<file path="src/rtl/scr_pkg.sv">
package scr_pkg;
  typedef enum logic [1:0] {
    PIN_OFF   = 2'b00,
    PIN_PHRST = 2'b01,
    PIN_RTC   = 2'b10,
    PIN_OFF_B = 2'b11
  } pin_mode_e;
endpackage

</file>
<file path="src/rtl/scr_frame_rx.sv">
module scr_frame_rx #(
  parameter int FRAME_BITS   = 67,
  parameter int WORD_BITS    = 22,
  parameter int CLKS_PER_BIT = 2,
  parameter int IDLE_MIN     = 8
) (
  input  logic                 clk,
  input  logic                 rst_n,
  input  logic                 enable,
  input  logic                 ser_in,
  output logic                 done,
  output logic [WORD_BITS-1:0] word
);
  localparam int SLOT_W = $clog2(FRAME_BITS + 1);
  localparam int PH_W   = (CLKS_PER_BIT > 2) ? $clog2(CLKS_PER_BIT) : 1;
  localparam int IDLE_W = $clog2(IDLE_MIN + 1);
  localparam logic [SLOT_W-1:0] LAST_SLOT  = SLOT_W'(FRAME_BITS);
  localparam logic [SLOT_W-1:0] WORD_SLOT  = SLOT_W'(WORD_BITS);
  localparam logic [PH_W-1:0]   PH_LAST    = PH_W'(CLKS_PER_BIT - 1);
  localparam logic [IDLE_W-1:0] IDLE_FULL  = IDLE_W'(IDLE_MIN);

  logic                 busy;
  logic [SLOT_W-1:0]    slot;
  logic [PH_W-1:0]      ph;
  logic [IDLE_W-1:0]    idle_cnt;
  logic [WORD_BITS-1:0] shreg;

  // slot 0 is the start bit; slot k+1 carries frame bit k
  always_ff @(posedge clk) begin
    if (!rst_n) begin
      busy     <= 1'b0;
      slot     <= '0;
      ph       <= '0;
      idle_cnt <= '0;
      shreg    <= '0;
      word     <= '0;
      done     <= 1'b0;
    end else begin
      done <= 1'b0;
      if (!enable) begin
        busy     <= 1'b0;
        idle_cnt <= '0;
      end else if (!busy) begin
        if (ser_in) begin
          if (idle_cnt == IDLE_FULL) begin
            busy <= 1'b1;
            ph   <= PH_W'(1);
            slot <= '0;
          end
          idle_cnt <= '0;
        end else if (idle_cnt != IDLE_FULL) begin
          idle_cnt <= idle_cnt + 1'b1;
        end
      end else begin
        if (ph == PH_LAST) begin
          ph   <= '0;
          slot <= slot + 1'b1;
          if (slot >= SLOT_W'(1) && slot <= WORD_SLOT)
            shreg <= {ser_in, shreg[WORD_BITS-1:1]};
          if (slot == LAST_SLOT) begin
            busy <= 1'b0;
            done <= 1'b1;
            word <= shreg;
          end
        end else begin
          ph <= ph + 1'b1;
        end
      end
    end
  end

  AST_IDLE_OUTSIDE_RTC: assert property (@(posedge clk) disable iff (!rst_n)
    !enable |=> (!busy && !done));

  AST_START_NEEDS_IDLE: assert property (@(posedge clk) disable iff (!rst_n)
    (enable && !busy && ser_in && idle_cnt != IDLE_FULL) |=> !busy);

  AST_DONE_CLOSES_FRAME: assert property (@(posedge clk) disable iff (!rst_n)
    done |-> !busy);
endmodule

</file>
<file path="src/rtl/scr_word_apply.sv">
module scr_word_apply #(
  parameter int WORD_BITS = 22
) (
  input  logic                 clk,
  input  logic                 rst_n,
  input  logic                 rtc_en,
  input  logic                 frame_done,
  input  logic [WORD_BITS-1:0] frame_word,
  input  logic                 line_start,
  input  logic [WORD_BITS-1:0] cfg_freq,
  output logic [WORD_BITS-1:0] sc_word,
  output logic                 sc_upd
);
  logic [WORD_BITS-1:0] pend;
  logic                 pend_v;
  logic [WORD_BITS-1:0] applied;

  always_ff @(posedge clk) begin
    if (!rst_n) begin
      pend    <= '0;
      pend_v  <= 1'b0;
      applied <= '0;
      sc_upd  <= 1'b0;
    end else if (!rtc_en) begin
      pend_v <= 1'b0;
      sc_upd <= 1'b0;
    end else begin
      sc_upd <= 1'b0;
      if (line_start && pend_v) begin
        applied <= pend;
        sc_upd  <= 1'b1;
        pend_v  <= 1'b0;
      end
      if (frame_done) begin
        pend   <= frame_word;
        pend_v <= 1'b1;
      end
    end
  end

  assign sc_word = rtc_en ? applied : cfg_freq;

  AST_UPD_ON_LINE: assert property (@(posedge clk) disable iff (!rst_n)
    sc_upd |-> $past(line_start));

  AST_HOLD_WITHOUT_UPD: assert property (@(posedge clk) disable iff (!rst_n)
    (rtc_en && !sc_upd) |-> $stable(applied));
endmodule

</file>
<file path="src/rtl/scr_phase_reset.sv">
module scr_phase_reset (
  input  logic clk,
  input  logic rst_n,
  input  logic enable,
  input  logic ser_in,
  input  logic field_start,
  output logic phase_rst
);
  logic pin_q;
  logic armed;

  always_ff @(posedge clk) begin
    if (!rst_n) begin
      pin_q     <= 1'b1;
      armed     <= 1'b0;
      phase_rst <= 1'b0;
    end else begin
      pin_q <= ser_in;
      if (!enable) begin
        armed     <= 1'b0;
        phase_rst <= 1'b0;
      end else begin
        phase_rst <= 1'b0;
        if (field_start && armed) begin
          phase_rst <= 1'b1;
          armed     <= 1'b0;
        end
        if (ser_in && !pin_q)
          armed <= 1'b1;
      end
    end
  end

  AST_RST_AFTER_FIELD: assert property (@(posedge clk) disable iff (!rst_n)
    phase_rst |-> $past(field_start));

  AST_RST_NEEDS_MODE: assert property (@(posedge clk) disable iff (!rst_n)
    !enable |=> !phase_rst);
endmodule

</file>
<file path="src/rtl/subcar_ctl_rx.sv">
module subcar_ctl_rx #(
  parameter int FRAME_BITS   = 67,
  parameter int WORD_BITS    = 22,
  parameter int CLKS_PER_BIT = 2,
  parameter int IDLE_MIN     = 8
) (
  input  logic                 clk,
  input  logic                 rst_n,
  input  logic                 ser_in,
  input  logic [1:0]           mode_sel,
  input  logic                 line_start,
  input  logic                 field_start,
  input  logic [WORD_BITS-1:0] cfg_freq,
  output logic [WORD_BITS-1:0] sc_word,
  output logic                 sc_upd,
  output logic                 phase_rst
);
  import scr_pkg::*;

  pin_mode_e            mode;
  logic                 rtc_en;
  logic                 rst_en;
  logic                 f_done;
  logic [WORD_BITS-1:0] f_word;

  assign mode   = pin_mode_e'(mode_sel);
  assign rtc_en = (mode == PIN_RTC);
  assign rst_en = (mode == PIN_PHRST);

  scr_frame_rx #(
    .FRAME_BITS(FRAME_BITS), .WORD_BITS(WORD_BITS),
    .CLKS_PER_BIT(CLKS_PER_BIT), .IDLE_MIN(IDLE_MIN)
  ) frame_i (
    .clk(clk), .rst_n(rst_n), .enable(rtc_en), .ser_in(ser_in),
    .done(f_done), .word(f_word)
  );

  scr_word_apply #(.WORD_BITS(WORD_BITS)) apply_i (
    .clk(clk), .rst_n(rst_n), .rtc_en(rtc_en), .frame_done(f_done),
    .frame_word(f_word), .line_start(line_start), .cfg_freq(cfg_freq),
    .sc_word(sc_word), .sc_upd(sc_upd)
  );

  scr_phase_reset phrst_i (
    .clk(clk), .rst_n(rst_n), .enable(rst_en), .ser_in(ser_in),
    .field_start(field_start), .phase_rst(phase_rst)
  );

  AST_PULSES_EXCLUSIVE: assert property (@(posedge clk) disable iff (!rst_n)
    !(sc_upd && phase_rst));
endmodule

</file>
<file path="config.mk">
export PLATFORM = sky130hd
export DESIGN_NAME = subcar_ctl_rx
export DESIGN_NICKNAME = d
export VERILOG_FILES = /design/src/rtl/scr_pkg.sv /design/src/rtl/scr_frame_rx.sv /design/src/rtl/scr_word_apply.sv /design/src/rtl/scr_phase_reset.sv /design/src/rtl/subcar_ctl_rx.sv
export SDC_FILE = /design/constraint.sdc
export NUM_CORES = 1
export LEC_CHECK = 0
export ABC_AREA = 1
export BUFFER_PORTS_ARGS = -buffer_cell sky130_fd_sc_hd__buf_2
export CAP_MARGIN = 20
export CORE_MARGIN = 2
export CORE_UTILIZATION = 58
export DETAILED_ROUTE_END_ITERATION = 10
export MAX_ROUTING_LAYER = met4
export PLACE_DENSITY = 0.88
export SETUP_SLACK_MARGIN = 0.2
export SLEW_MARGIN = 10
export SYNTH_ARGS = -nofsm -noshare
export SYNTH_HDL_FRONTEND = slang
export SYNTH_SLANG_ARGS = --single-unit
</file>
<file path="constraint.sdc">
create_clock -name clk -period 1.7 [get_ports clk]
set_input_delay 0.085 -clock clk [delete_from_list [all_inputs] [get_ports clk]]
set_output_delay 0.085 -clock clk [all_outputs]
set_load 0.05 [all_outputs]
</file>
; Yosys cells after proc, flatten, opt, wreduce, memory -nomap -nowiden
; Cells that the tools add are included.
[word_totals]
register_bits = 107
output_inout_bits = 24
wordCells = 69
[classes]
addsub = 3
n_reduce_logical = 20
magnitude_cmp = 2
bitwise_logic = 1
mux = 23
n_eq_ne = 6
[ops]
columns = op, count
row1 = two-way mux 7 bit, 4
row2 = two-way mux 22 bit, 1
row3 = two-way mux 1 bit, 16
row4 = AND reduction 4 bit, 4
row5 = AND reduction 2 bit, 5
row6 = nonzero test 2 bit, 5
row7 = two-way mux 4 bit, 2
row8 = adder 7 x 1 -> 7 bit (second input constant), 1
row9 = equality test 7 bit (second input constant), 1
row10 = greater-or-equal comparator 7 x 1 -> 1 bit (second input constant), 1
row11 = less-or-equal comparator 7 x 5 -> 1 bit (second input constant), 1
row12 = adder 4 x 1 -> 4 bit (second input constant), 1
row13 = equality test 4 bit (second input constant), 1
row14 = logical AND 1 bit, 4
row15 = != test 4 bit (second input constant), 1
row16 = AND reduction 3 bit, 1
row17 = equality test 2 x 1 -> 1 bit (second input constant), 1
row18 = equality test 2 bit (second input constant), 1
row19 = != test 2 bit (second input constant), 1
row20 = adder 1 bit (second input constant), 1
row21 = logical NOT 1 bit, 1
row22 = NOT 1 bit, 1

; Logic depth before layout (Yosys ltp)
; Gate-level depths: netlist (run 1).
[logic_depth]
depth_word = 4
mapped_depth = 9
ltp_nobuf = 9

; By module
; A second synthesis (run 1) with hierarchy kept.
[unflattened]
hier_cells = 719
area_unflattened_um2 = 4859.7
[modules_own_cells]
columns = mod, n_inst, seq_area_each_um2, cells_per_inst, area_each_um2
row1 = scr_frame_rx, 1, 1161.1, 410, 2797.7
row2 = scr_word_apply, 1, 920.9, 292, 1944.4
row3 = scr_phase_reset, 1, 60.1, 13, 102.6
row4 = subcar_ctl_rx, 1, 0.0, 4, 15.0

; Least setup slack after synthesis (run 1)
; OpenSTA, ideal clock, no wires.
[synth_timing]
kind = flip-flop to output port
from = register apply_i.applied[13]
to = output sc_word[13]
n_path_buf = 0
setup_slack_ns = 0.191
stages_incl_launch_ff = 3
t_arrival_ns = 1.424
required_ns = 1.615
path_cell_list = dfxtp_1 inv_1 o21ai_0
[synth_between]
elab_chain_cells = 1
[synth_rtl]
columns = element, line
row1 = start: declaration, scr_word_apply.sv:16  ; logic [WORD_BITS-1:0] applied;
row2 = start signal: assignment, scr_word_apply.sv:30  ; applied <= pend;
row3 = two-way mux 22 bit, scr_word_apply.sv:41  ; assign sc_word = rtc_en ? applied : cfg_freq;
row4 = end: declaration, subcar_ctl_rx.sv:14  ; output logic [WORD_BITS-1:0] sc_word,
; Every way passes these cells.

; Final worst setup path (run 1)
[layout_timing]
from = register frame_i.slot[1]
to = register frame_i.shreg[3]
[layout_between]
elab_chain_cells = 3
elab_cells_between_ends = 4
[layout_rtl]
columns = element, line
row1 = start: declaration, scr_frame_rx.sv:23  ; logic [SLOT_W-1:0] slot;
row2 = start signal: assignment, scr_frame_rx.sv:57  ; slot <= slot + 1'b1;
row3 = greater-or-equal comparator 7 x 1 -> 1 bit or less-or-equal comparator 7 x 5 -> 1 bit (tied branches), scr_frame_rx.sv:58  ; if (slot >= SLOT_W'(1) && slot <= WORD_SLOT)
row4 = logical AND 1 bit (*), scr_frame_rx.sv:58
row5 = AND reduction 4 bit (no line) (*), -
row6 = end signal: assignment, scr_frame_rx.sv:59  ; shreg <= {ser_in, shreg[WORD_BITS-1:1]};
row7 = end: declaration, scr_frame_rx.sv:26  ; logic [WORD_BITS-1:0] shreg;
; Mark *: on every way between the ends. The rest lies on a longest branch, timed or not.
; A chain may end at the register's enable or synchronous reset.

==> run_results.csv, run 1 <==
group,metric,value,unit
pwr,switchingPower,1.15,mW
synth,avgSynthCellArea,6.61,sq um
route,vias,4403,
grt,grt-ovfl-total,0,
timing,max-slew-margin-rel,77.6,%
min_path,hold_class,"primary input to flop",
layout,syn_to_final_growth,16.2,%
timing,hold_viol_final,0,
layout,finalNetCount,797,
setup_path,r2r_slack,0.21,ns
floorplanning,die_area,8880,sq um
placed_design,hpwlAfterDp,6.52,mm
route,wl,10.1,mm
synth,yosys_register_bits,107,
grt,track_usage,23.3,%
timing,tightestPinTransition,0.336,ns
layout,post-route-util,70.3,%
route,dr.first_iter.drc_count,289,
timing,fmax,671,MHz
floorplanning,rows,32,
route,drc,0,
pwr,combPwrFrac,7.7,%
pwr,seq_power_share,58.2,%
setup_path,critPathMaxFanout,8,
pwr,internal_power,3.15,mW
route,ant_nets,0,
setup_path,start_kind,"flop",
cts,h-tree-depth,3,
placed_design,dp.cells,846,
grt,grt_pass1_vias,3932,
synth,synthesis.nets,749,
pwr,total_power,4.30,mW
synth,ys_types,24,
placed_design,io_buffers,52,
timing,final.setup_skew,0.0135,ns
cts,cts_root_buf,"clkbuf_8",
cts,clockBufferDepth,2,
cts,clk_pin_slew_worst_paths,0.11,ns
setup_path,arrival,1.77,ns
floorplanning,die_y,94.2,um
flow_run,cap_violations,0,
layout,fin_cells,869,
synth,yosysSeqAreaShare,45.4,%
pwr,powerDensity,783,nW/um^2
placed_design,gp_congestion,0.832,
cts,cts_buffers,9,
cts,cts_tree,"yes",
synth,synth_cells,715,
timing,whs,0.0126,ns
floorplanning,start_util,60.5,%
grt,grt_first_pass_wirelength,16.4,mm
pwr,p_leak,2.61,nW
timing,min_period,1.49,ns
floorplanning,die_x,94.2,um
setup_path,critPathKind,"flop to flop",
timing,rsz0062_at_grt,"yes",
synth,netlist_area,4720,sq um
route,vias_per_cell,5.07,
cts,clkLatencyLatePin,0.37,ns
setup_path,endpoint_kind,"flop",
synth,ys.warnings.count,0,
layout,drive_gt1_share,14.7,%
timing,fin_crit_sh,87.7,%
pwr,ir_drop,372,uV
pwr,pwr-share-clk,34.0,%
grt,grt_max_degree,66,
pwr,p_sw_share,26.7,%
cts,cts_sinks,107,
timing,setup_viol,0,
route,detail_route.wl_per_cell,11.6,um
timing,slew_viol_final,0,
grt,antenna_found_initial,0,
floorplanning,io_pins,53,
status,status,"completed",
route,drtPass1Iterations,5,
layout,antenna_cells,0,
timing,setup_tns,0,ns
setup_path,cp.required,1.97,ns
floorplanning,coreArea,7810,sq um
==> worst max-delay path, stage by stage, from the launching register on <==
cell and delay, ns:
dfxtp_4 0.41, inv_1 0.05, ha_1 0.17, nor2_1 0.12, nand3_2 0.14, buf_12 0.17, nand3_2 0.15, nand2_1 0.08
inv_1 0.06, nor2_1 0.04
==> Yosys cell counts <==
cell / n / share of area, %
buf_1: 5 / 0.40
ha_1: 5 / 1.3
a21oi_1: 48 / 5.1
o211ai_1: 1 / 0.16
buf_2: 8 / 0.85
nor3_1: 5 / 0.53
o21ai_0: 37 / 3.9
nand4_1: 26 / 3.4
nand3_1: 19 / 2.0
and3_1: 1 / 0.13
o22ai_1: 1 / 0.13
nand2_1: 206 / 16
nand3_2: 1 / 0.21
inv_1: 106 / 8.4
clkbuf_1: 22 / 1.7
nor2_1: 108 / 8.6
nor2_4: 2 / 0.48
inv_2: 1 / 0.079
nor2_2: 2 / 0.26
clkinv_1: 1 / 0.079
nand2_2: 1 / 0.13
o21bai_1: 1 / 0.16
and2_1: 1 / 0.13
dfxtp_1: 107 / 45
==> final cells by class <==
| type | instances | area [sq um] |
|---|---|---|
| clock buffer | 9 | 124 |
| clock inverter | 6 | 57.6 |
| fill | 583 | 2320 |
| inverter | 108 | 405 |
| tap | 102 | 128 |
| timing repair buffer | 69 | 483 |
| multi-input combinational | 468 | 2140 |
| sequential | 107 | 2160 |
==> placed cells by master, fill, tap and decap left out <==
cell           Yosys  routed
a21oi_1           48      47
a21oi_2            0       1
and2_1             1       1
and3_1             1       1
buf_12             0       6
buf_2              8      52
buf_4              0       5
buf_6              0       4
clkbuf_8           0       9
clkinv_1           1       1
clkinv_4           0       3
dfxtp_1          107     101
dfxtp_2            0       3
dfxtp_4            0       3
dlygate4sd3_1      0       2
ha_1               5       4
ha_4               0       1
inv_1            106     102
inv_2              1       5
inv_6              0       1
inv_8              0       2
nand2_1          206     203
nand2_2            1       4
nand3_1           19      16
nand3_2            1       4
nand3_4            0       3
nand4_1           26      26
nor2_1           108     106
nor2_2             2       4
nor2_4             2       2
nor3_1             5       4
nor3_2             0       1
o211ai_1           1       1
o21ai_0           37      36
o21ai_1            0       1
o21bai_1           1       1
o22ai_1            1       1
==> through the flow <==
step / worst slack (ns) / area, sq um
2_1_floorplan: 0.226 / 4720
3_3_place_gp: 0.157 / 5080
3_5_place_dp: 0.0617 / 5080
4_1_cts: 0.187 / 5350
5_1_grt: 0.160 / 5490
6_report: 0.209 / 5490
==> metal layers <==
layer | vias to the layer above | wire (um) | GRT usage, %
met5 | - | 0 | -
met1 | 1959 | 4510 | 27.0
li1 | 2300 | - | -
met3 | 14 | 576 | 4.09
met4 | 0 | 128 | 7.49
met2 | 130 | 4870 | 41.0
==> worst paths after layout <==
| check | cells past startpoint | start | to |
|---|---|---|---|
| max | 9 | frame_i.slot[1] | frame_i.shreg[3] |
| min | 4 | mode_sel[1] | phrst_i.armed |
| max reg2reg | 9 | frame_i.slot[1] | frame_i.shreg[3] |
| min reg2reg | 1 | frame_i.idle_cnt[0] | frame_i.idle_cnt[0] |
==> registers in the layout, indices dropped and copies added (netlist names) <==
signal,flops
frame_i.shreg,22
frame_i.idle_cnt,4
frame_i.ph,1
apply_i.pend_v,1
phrst_i.pin_q,1
apply_i.sc_upd,1
apply_i.applied,22
frame_i.busy,1
phrst_i.phase_rst,1
frame_i.slot,7
frame_i.word,22
apply_i.pend,22
phrst_i.armed,1
frame_i.done,1
==> power by group through the flow <==
| stage | Sequential, mW | Clock [mW] | Combinational [mW] |
|---|---|---|---|
| 2_1_floorplan | 2.57 | 0 | 0.235 |
| 3_3_place_gp | 2.57 | 0 | 0.322 |
| 3_5_place_dp | 2.57 | 0 | 0.327 |
| 4_1_cts | 2.51 | 1.47 | 0.332 |
| 5_1_grt | 2.50 | 1.57 | 0.361 |
| 6_report | 2.50 | 1.46 | 0.333 |
==> kinds of logic after synthesis <==
| group | count (synthesis) | synth area share [%] |
|---|---|---|
| simple gates | 372 | 32.3 |
| fa+ha+maj | 5 | 1.32 |
| buf+inv | 143 | 11.6 |
| flops | 107 | 45.4 |
| compound gates | 88 | 9.46 |
==> timing repair <==
item                                    4_1_cts  5_1_grt
pin swaps                                     2        4
buffers inserted                              0        3
hold endpoints to repair                      3        0
gates resized for setup                      12       23
hold buffers                                  2        0
endpoints found under the setup margin       45       53
gates cloned                                  1        2
(Power assumes the default switching activity.)
==> run 2: changes to the inputs <==
Settings changed: CORE_ASPECT_RATIO set to 1.4, CORE_UTILIZATION 58 to 63, PLACE_DENSITY 0.88 to 0.94, SYNTH_HIERARCHICAL set to 1.
Clock period 1.7 ns to 1.75 ns, I/O delays scaled along.
==> run_results.csv, run 2 <==
group,metric,value,unit
status,status,"finished with violations",
status,violations,"design-rule violations",
synth,avgSynthCellArea,6.76,sq um
placed_design,place_ws,-0.00883,ns
timing,min_period,1.55,ns
layout,final_common_cell,"nor2_1",
route,vias,4930,
synth,synth_cells,719,
floorplanning,die_y,108,um
synth,synth_common_cells,"nor2_1 (162), nand2_1 (155), dfxtp_1 (107)",
synth,synth-edff-count,0,
synth,yosys-top-cells-area,"dfxtp_1 (44%), nor2_1 (13%), nand2_1 (12%)",
synth,ys_types,26,
cts,cts_buffers,9,
cts,cts_sinks,107,
timing,tightestPinTransition,0.758,ns
cts,cts_root_buf,"clkbuf_8",
cts,cts_tree,"yes",
setup_path,arrival,1.86,ns
timing,setup_tns,0,ns
pwr,total_power,4.42,mW
setup_path,cp.required,2.06,ns
cts,clk_pin_slew_worst_paths,0.10,ns
synth,yosys_register_bits,107,
flow_run,cap_violations,0,
min_path,hold_class,"primary input to flop",
route,detail_route.wl_per_cell,14.6,um
layout,final_cell_mix,"nor2_1 (159), nand2_1 (154), dfxtp_1 (102)",
placed_design,dp.cells,837,
grt,grt_max_degree,48,
setup_path,critPathMaxFanout,11,
layout,finalNetCount,796,
synth,synthesis.nets,753,
route,drc,1,
floorplanning,die_area,8440,sq um
pwr,powerDensity,775,nW/um^2
synth,ys.warnings.count,6,
pwr,ir_drop,430,uV
setup_path,start_kind,"flop",
grt,grt-ovfl-total,0,
synth,yosysSeqAreaShare,44.1,%
floorplanning,rows,37,
grt,antenna_found_initial,0,
floorplanning,start_util,65.6,%
route,ant_nets,0,
grt,grt_first_pass_wirelength,17.7,mm
timing,slew_viol_final,0,
timing,max-slew-margin-rel,49.2,%
timing,hold_viol_final,0,
layout,fin_cells,864,
layout,n_fill_cell,440,
grt,grt_pass1_vias,4212,
synth,synthFlopType,"dfxtp_1",
setup_path,endpoint_kind,"flop",
floorplanning,io_pins,53,
placed_design,io_buffers,52,
placed_design,hpwlAfterDp,6.80,mm
route,drtPass1Iterations,9,
timing,final.setup_skew,0.0104,ns
timing,fin_crit_sh,88.5,%
synth,synth.most_common_cell,"nor2_1",
timing,finalWorstSetupSlack,0.201,ns
route,wl,12.6,mm
placed_design,gp_congestion,0.876,
floorplanning,coreArea,7410,sq um
grt,track_usage,26.5,%
cts,clockBufferDepth,2,
layout,drive_gt1_share,17.6,%
synth,netlist_area,4860,sq um
timing,fmax,646,MHz
timing,setup_viol,0,
synth,yosysTopAreaCell,"dfxtp_1",
cts,clkLatencyLatePin,0.38,ns
layout,final_area,5700,sq um
synth,ys_async_sr_fraction,0,%
route,vias_per_cell,5.71,
setup_path,critPathKind,"flop to flop",
floorplanning,die_x,78.2,um
layout,antenna_cells,0,
cts,h-tree-depth,3,
placed_design,placed_cell_area,5180,sq um
layout,syn_to_final_growth,17.3,%
synth,synth_top_area_share,44.1,%
pwr,p_leak,2.51,nW
route,dr.first_iter.drc_count,631,
timing,rsz0062_at_grt,"yes",
[run 2: changes by cell type after synthesis, moves of 13 or more]
cell | previous run | this run
nand2_1 | 206 | 155
buf_2 | 8 | 21
nor2_1 | 108 | 162
nand4_1 | 26 | 49
inv_1 | 106 | 89
o21ai_0 | 37 | 24
[run 2: power breakdown]
| part | leakage, nW | switching [mW] | total, mW | internal, mW |
|---|---|---|---|---|
| sequential | 0.865 | 0.00166 | 2.43 | 2.43 |
| combinational | 1.54 | 0.290 | 0.395 | 0.104 |
| clock | 0.102 | 0.848 | 1.59 | 0.742 |
| total | 2.51 | 1.14 | 4.42 | 3.28 |
[run 2: area by class of cell]
class                   count  area [sq um]  area share, %
clock inverters             5          58.8           1.03
repair buffers             72           537           9.42
inverters                  93           350           6.15
clock buffers              11           151           2.66
flip-flops and latches    107          2150           37.8
multi-input cells         479          2330           40.8
well taps                  97           121           2.13
[run 2: per-stage QoR]
stage / util (%) / hold slack [ns]
finish: 76.9 / 0.00741
global route: 76.9 / 0.0280
CTS: 73.8 / 0.00154
detailed placement: 70.0 / 0.345
global placement: 70.0 / 0.329
floorplan: - / 0.156
[run 2: worst max-delay path: stages, from the launching register on]
cell and delay (ns):
dfxtp_4 0.41, inv_2 0.06, ha_2 0.18, nor2_2 0.12, nand3_4 0.18, clkbuf_16 0.23, nand4_1 0.10, nand2_1 0.08
nor2_1 0.13
[run 2: cell families after synthesis]
kind of cell / synth area share (%)
AOI/OAI and AO/OA: 8.32
adders and majority gates: 1.29
buffers and inverters: 11.8
DFF: 44.1
and+or+nand+nor: 34.5
[run 2: worst paths after layout]
check | start | slack [ns] | endpoint | depth (start not counted)
max reg2reg | frame_i/slot[0] | 0.20 | frame_i/shreg[21] | 8
max | frame_i/slot[0] | 0.20 | frame_i/shreg[21] | 8
min reg2reg | frame_i/word[9] | 0.46 | frame_i/word[9] | 2
min | ser_in | 0.007 | phrst_i/pin_q | 3
[run 2: per-layer routing]
metal / wire (um) / GRT usage (%) / vias up
met4: 566 / 11.7 / 0
met5: 0 / - / -
li1: - / - / 2345
met1: 4610 / 27.5 / 2213
met2: 6480 / 48.3 / 305
met3: 942 / 4.87 / 67
[run 2: repair_timing]
action,CTS,global route
endpoints found under the hold margin,2,0
setup endpoints to repair,45,54
hold buffers,3,0
gates resized for setup,9,27
setup buffers,0,3
gates cloned,1,4
pin swaps,1,8
==> run 3: changes to the inputs <==
Settings changed: CORE_UTILIZATION 63 to 30, PLACE_DENSITY 0.94 to 0.55.
==> run_results.csv, run 3 (synthesized netlist as in run 2, its figures left out) <==
group,metric,value,unit
status,status,"completed",
setup_path,max_stage_delay,0.36,ns
route,drtPass1Iterations,5,
floorplanning,coreArea,16000,sq um
timing,slew_viol_final,0,
cts,cts_root_buf,"clkbuf_16",
pwr,p_leak,2.52,nW
layout,n_fill_cell,1738,
cts,cts_tree,"yes",
floorplanning,rows,55,
layout,final_cell_mix,"nor2_1 (159), nand2_1 (154), dfxtp_1 (102)",
setup_path,crit_chain,"buf_4 -> ha_2 -> nor2_4 -> nand3_4 -> clkbuf_16 -> nand4_1 -> nand2_1 -> nor2_1",
setup_path,rr_startpoint,"frame_i/slot[1]",
floorplanning,die_x,112,um
min_path,whs_path_depth,4,
route,ant_nets,0,
cts,h-tree-depth,3,
setup_path,arrival,1.77,ns
placed_design,hpwlAfterDp,6.67,mm
setup_path,slowest_stage,"dfxtp_4",
min_path,hold_end,"phrst_i/armed",
placed_design,gp_congestion,0.744,
layout,multi_input_comb_area,2310,sq um
timing,setup_viol,0,
setup_path,r2r_slack,0.25,ns
floorplanning,die_area,17200,sq um
route,vias,4317,
cts,clkLatencyLatePin,0.35,ns
setup_path,regToRegEndpoint,"frame_i/shreg[0]",
floorplanning,io_pins,53,
setup_path,worstRegToRegCells,8,
route,detail_route.wl_per_cell,11.0,um
setup_path,crit_buf_inv,2,
cts,cts_sinks,107,
placed_design,io_buffers,52,
grt,track_usage,12.3,%
grt,grt_first_pass_wirelength,17.5,mm
cts,clockBufferDepth,2,
route,dr.first_iter.drc_count,179,
setup_path,critPathMaxFanout,11,
timing,hold_viol_final,0,
layout,final_common_cell,"nor2_1",
setup_path,start_kind,"flop",
grt,antenna_found_initial,0,
timing,max-slew-margin-rel,48.1,%
setup_path,cp.required,2.03,ns
min_path,holdCritStartpoint,"mode_sel[1]",
timing,tightestPinTransition,0.774,ns
min_path,hold_class,"primary input to flop",
route,drc,0,
route,vias_per_cell,4.48,
setup_path,path_depth,8,
grt,grt_pass1_vias,3934,
pwr,total_power,4.69,mW
setup_path,critPathKind,"flop to flop",
timing,setup_tns,0,ns
layout,drive_gt1_share,16.9,%
cts,clk_pin_slew_worst_paths,0.07,ns
setup_path,path_delay_family,"simple AND/OR/NAND/NOR gates",
grt,grt_max_degree,47,
layout,finalNetCount,794,
route,wl,10.6,mm
timing,fmax,669,MHz
floorplanning,die_y,155,um
layout,antenna_cells,0,
layout,seq_area,2150,sq um
grt,grt-ovfl-total,0,
cts,cts_buffers,9,
timing,fin_crit_sh,85.4,%
timing,min_period,1.50,ns
pwr,ir_drop,454,uV
setup_path,endpoint_kind,"flop",
timing,final.setup_skew,0.00854,ns
layout,syn_to_final_growth,20.1,%
floorplanning,start_util,30.3,%
timing,rsz0062_at_grt,"no",
flow_run,cap_violations,0,
pwr,powerDensity,804,nW/um^2
run 3: cell type report:
cell class                      count  share of cell area, %
Clock buffer                       11                   3.99
Sequential cell                   107                   36.9
Timing Repair Buffer               70                   8.69
Tap cell                          199                   4.27
Clock inverter                      4                  0.579
Inverter                           93                   6.00
Multi-Input combinational cell    479                   39.6
run 3: worst max path at each step:
stage / start / slack [ns] / endpoint
global route: frame_i/slot[1] / 0.15 / frame_i/shreg[0]
CTS: frame_i/slot[0] / 0.24 / frame_i/word[10]
finish: frame_i/slot[1] / 0.25 / frame_i/shreg[0]
detailed placement: frame_i/slot[0] / 0.11 / frame_i/word[18]
floorplan: mode_sel[1] / 0.28 / sc_word[0]
global placement: frame_i/slot[1] / 0.10 / frame_i/shreg[4]
run 3: tightest hold or removal path, delay by kind of cell:
family | cells | cell delay [ns]
AOI/OAI and AO/OA | 1 | 0.03
buffers and inverters | 1 | 0.09
and+or+nand+nor | 2 | 0.12
run 3: layer usage:
| metal | GRT usage, % | up-vias | routed length [um] |
|---|---|---|---|
| li1 | - | 2337 | - |
| met1 | 12.8 | 1924 | 4730 |
| met2 | 23.3 | 45 | 5500 |
| met3 | 1.76 | 11 | 216 |
| met4 | 4.59 | 0 | 160 |
| met5 | - | - | 0 |
run 3: through the flow:
stage	setup WS [ns]	utilization, %	instances	cell area (sq um)	hold slack (ns)
finish	0.255	36.4	963	5830	0.0234
global route	0.155	36.4	963	5830	0.0270
CTS	0.238	35.1	956	5620	0.00933
global placement	0.103	33.2	940	5330	0.332
detailed placement	0.107	33.2	940	5330	0.346
floorplan	0.281	-	719	4920	0.156
run 3: what timing repair did:
action | 4_1_cts | 5_1_grt
setup buffers | 0 | 3
resized for setup | 5 | 26
endpoints found under the hold margin | 2 | 0
gates cloned | 0 | 4
endpoints found under the setup margin | 44 | 50
hold buffers | 1 | 0
pin swaps | 0 | 8
run 3: report_power, final:
group	internal [mW]	total [mW]	switching (mW)
clock	0.975	1.88	0.900
combinational	0.103	0.385	0.283
sequential	2.43	2.43	0.00127
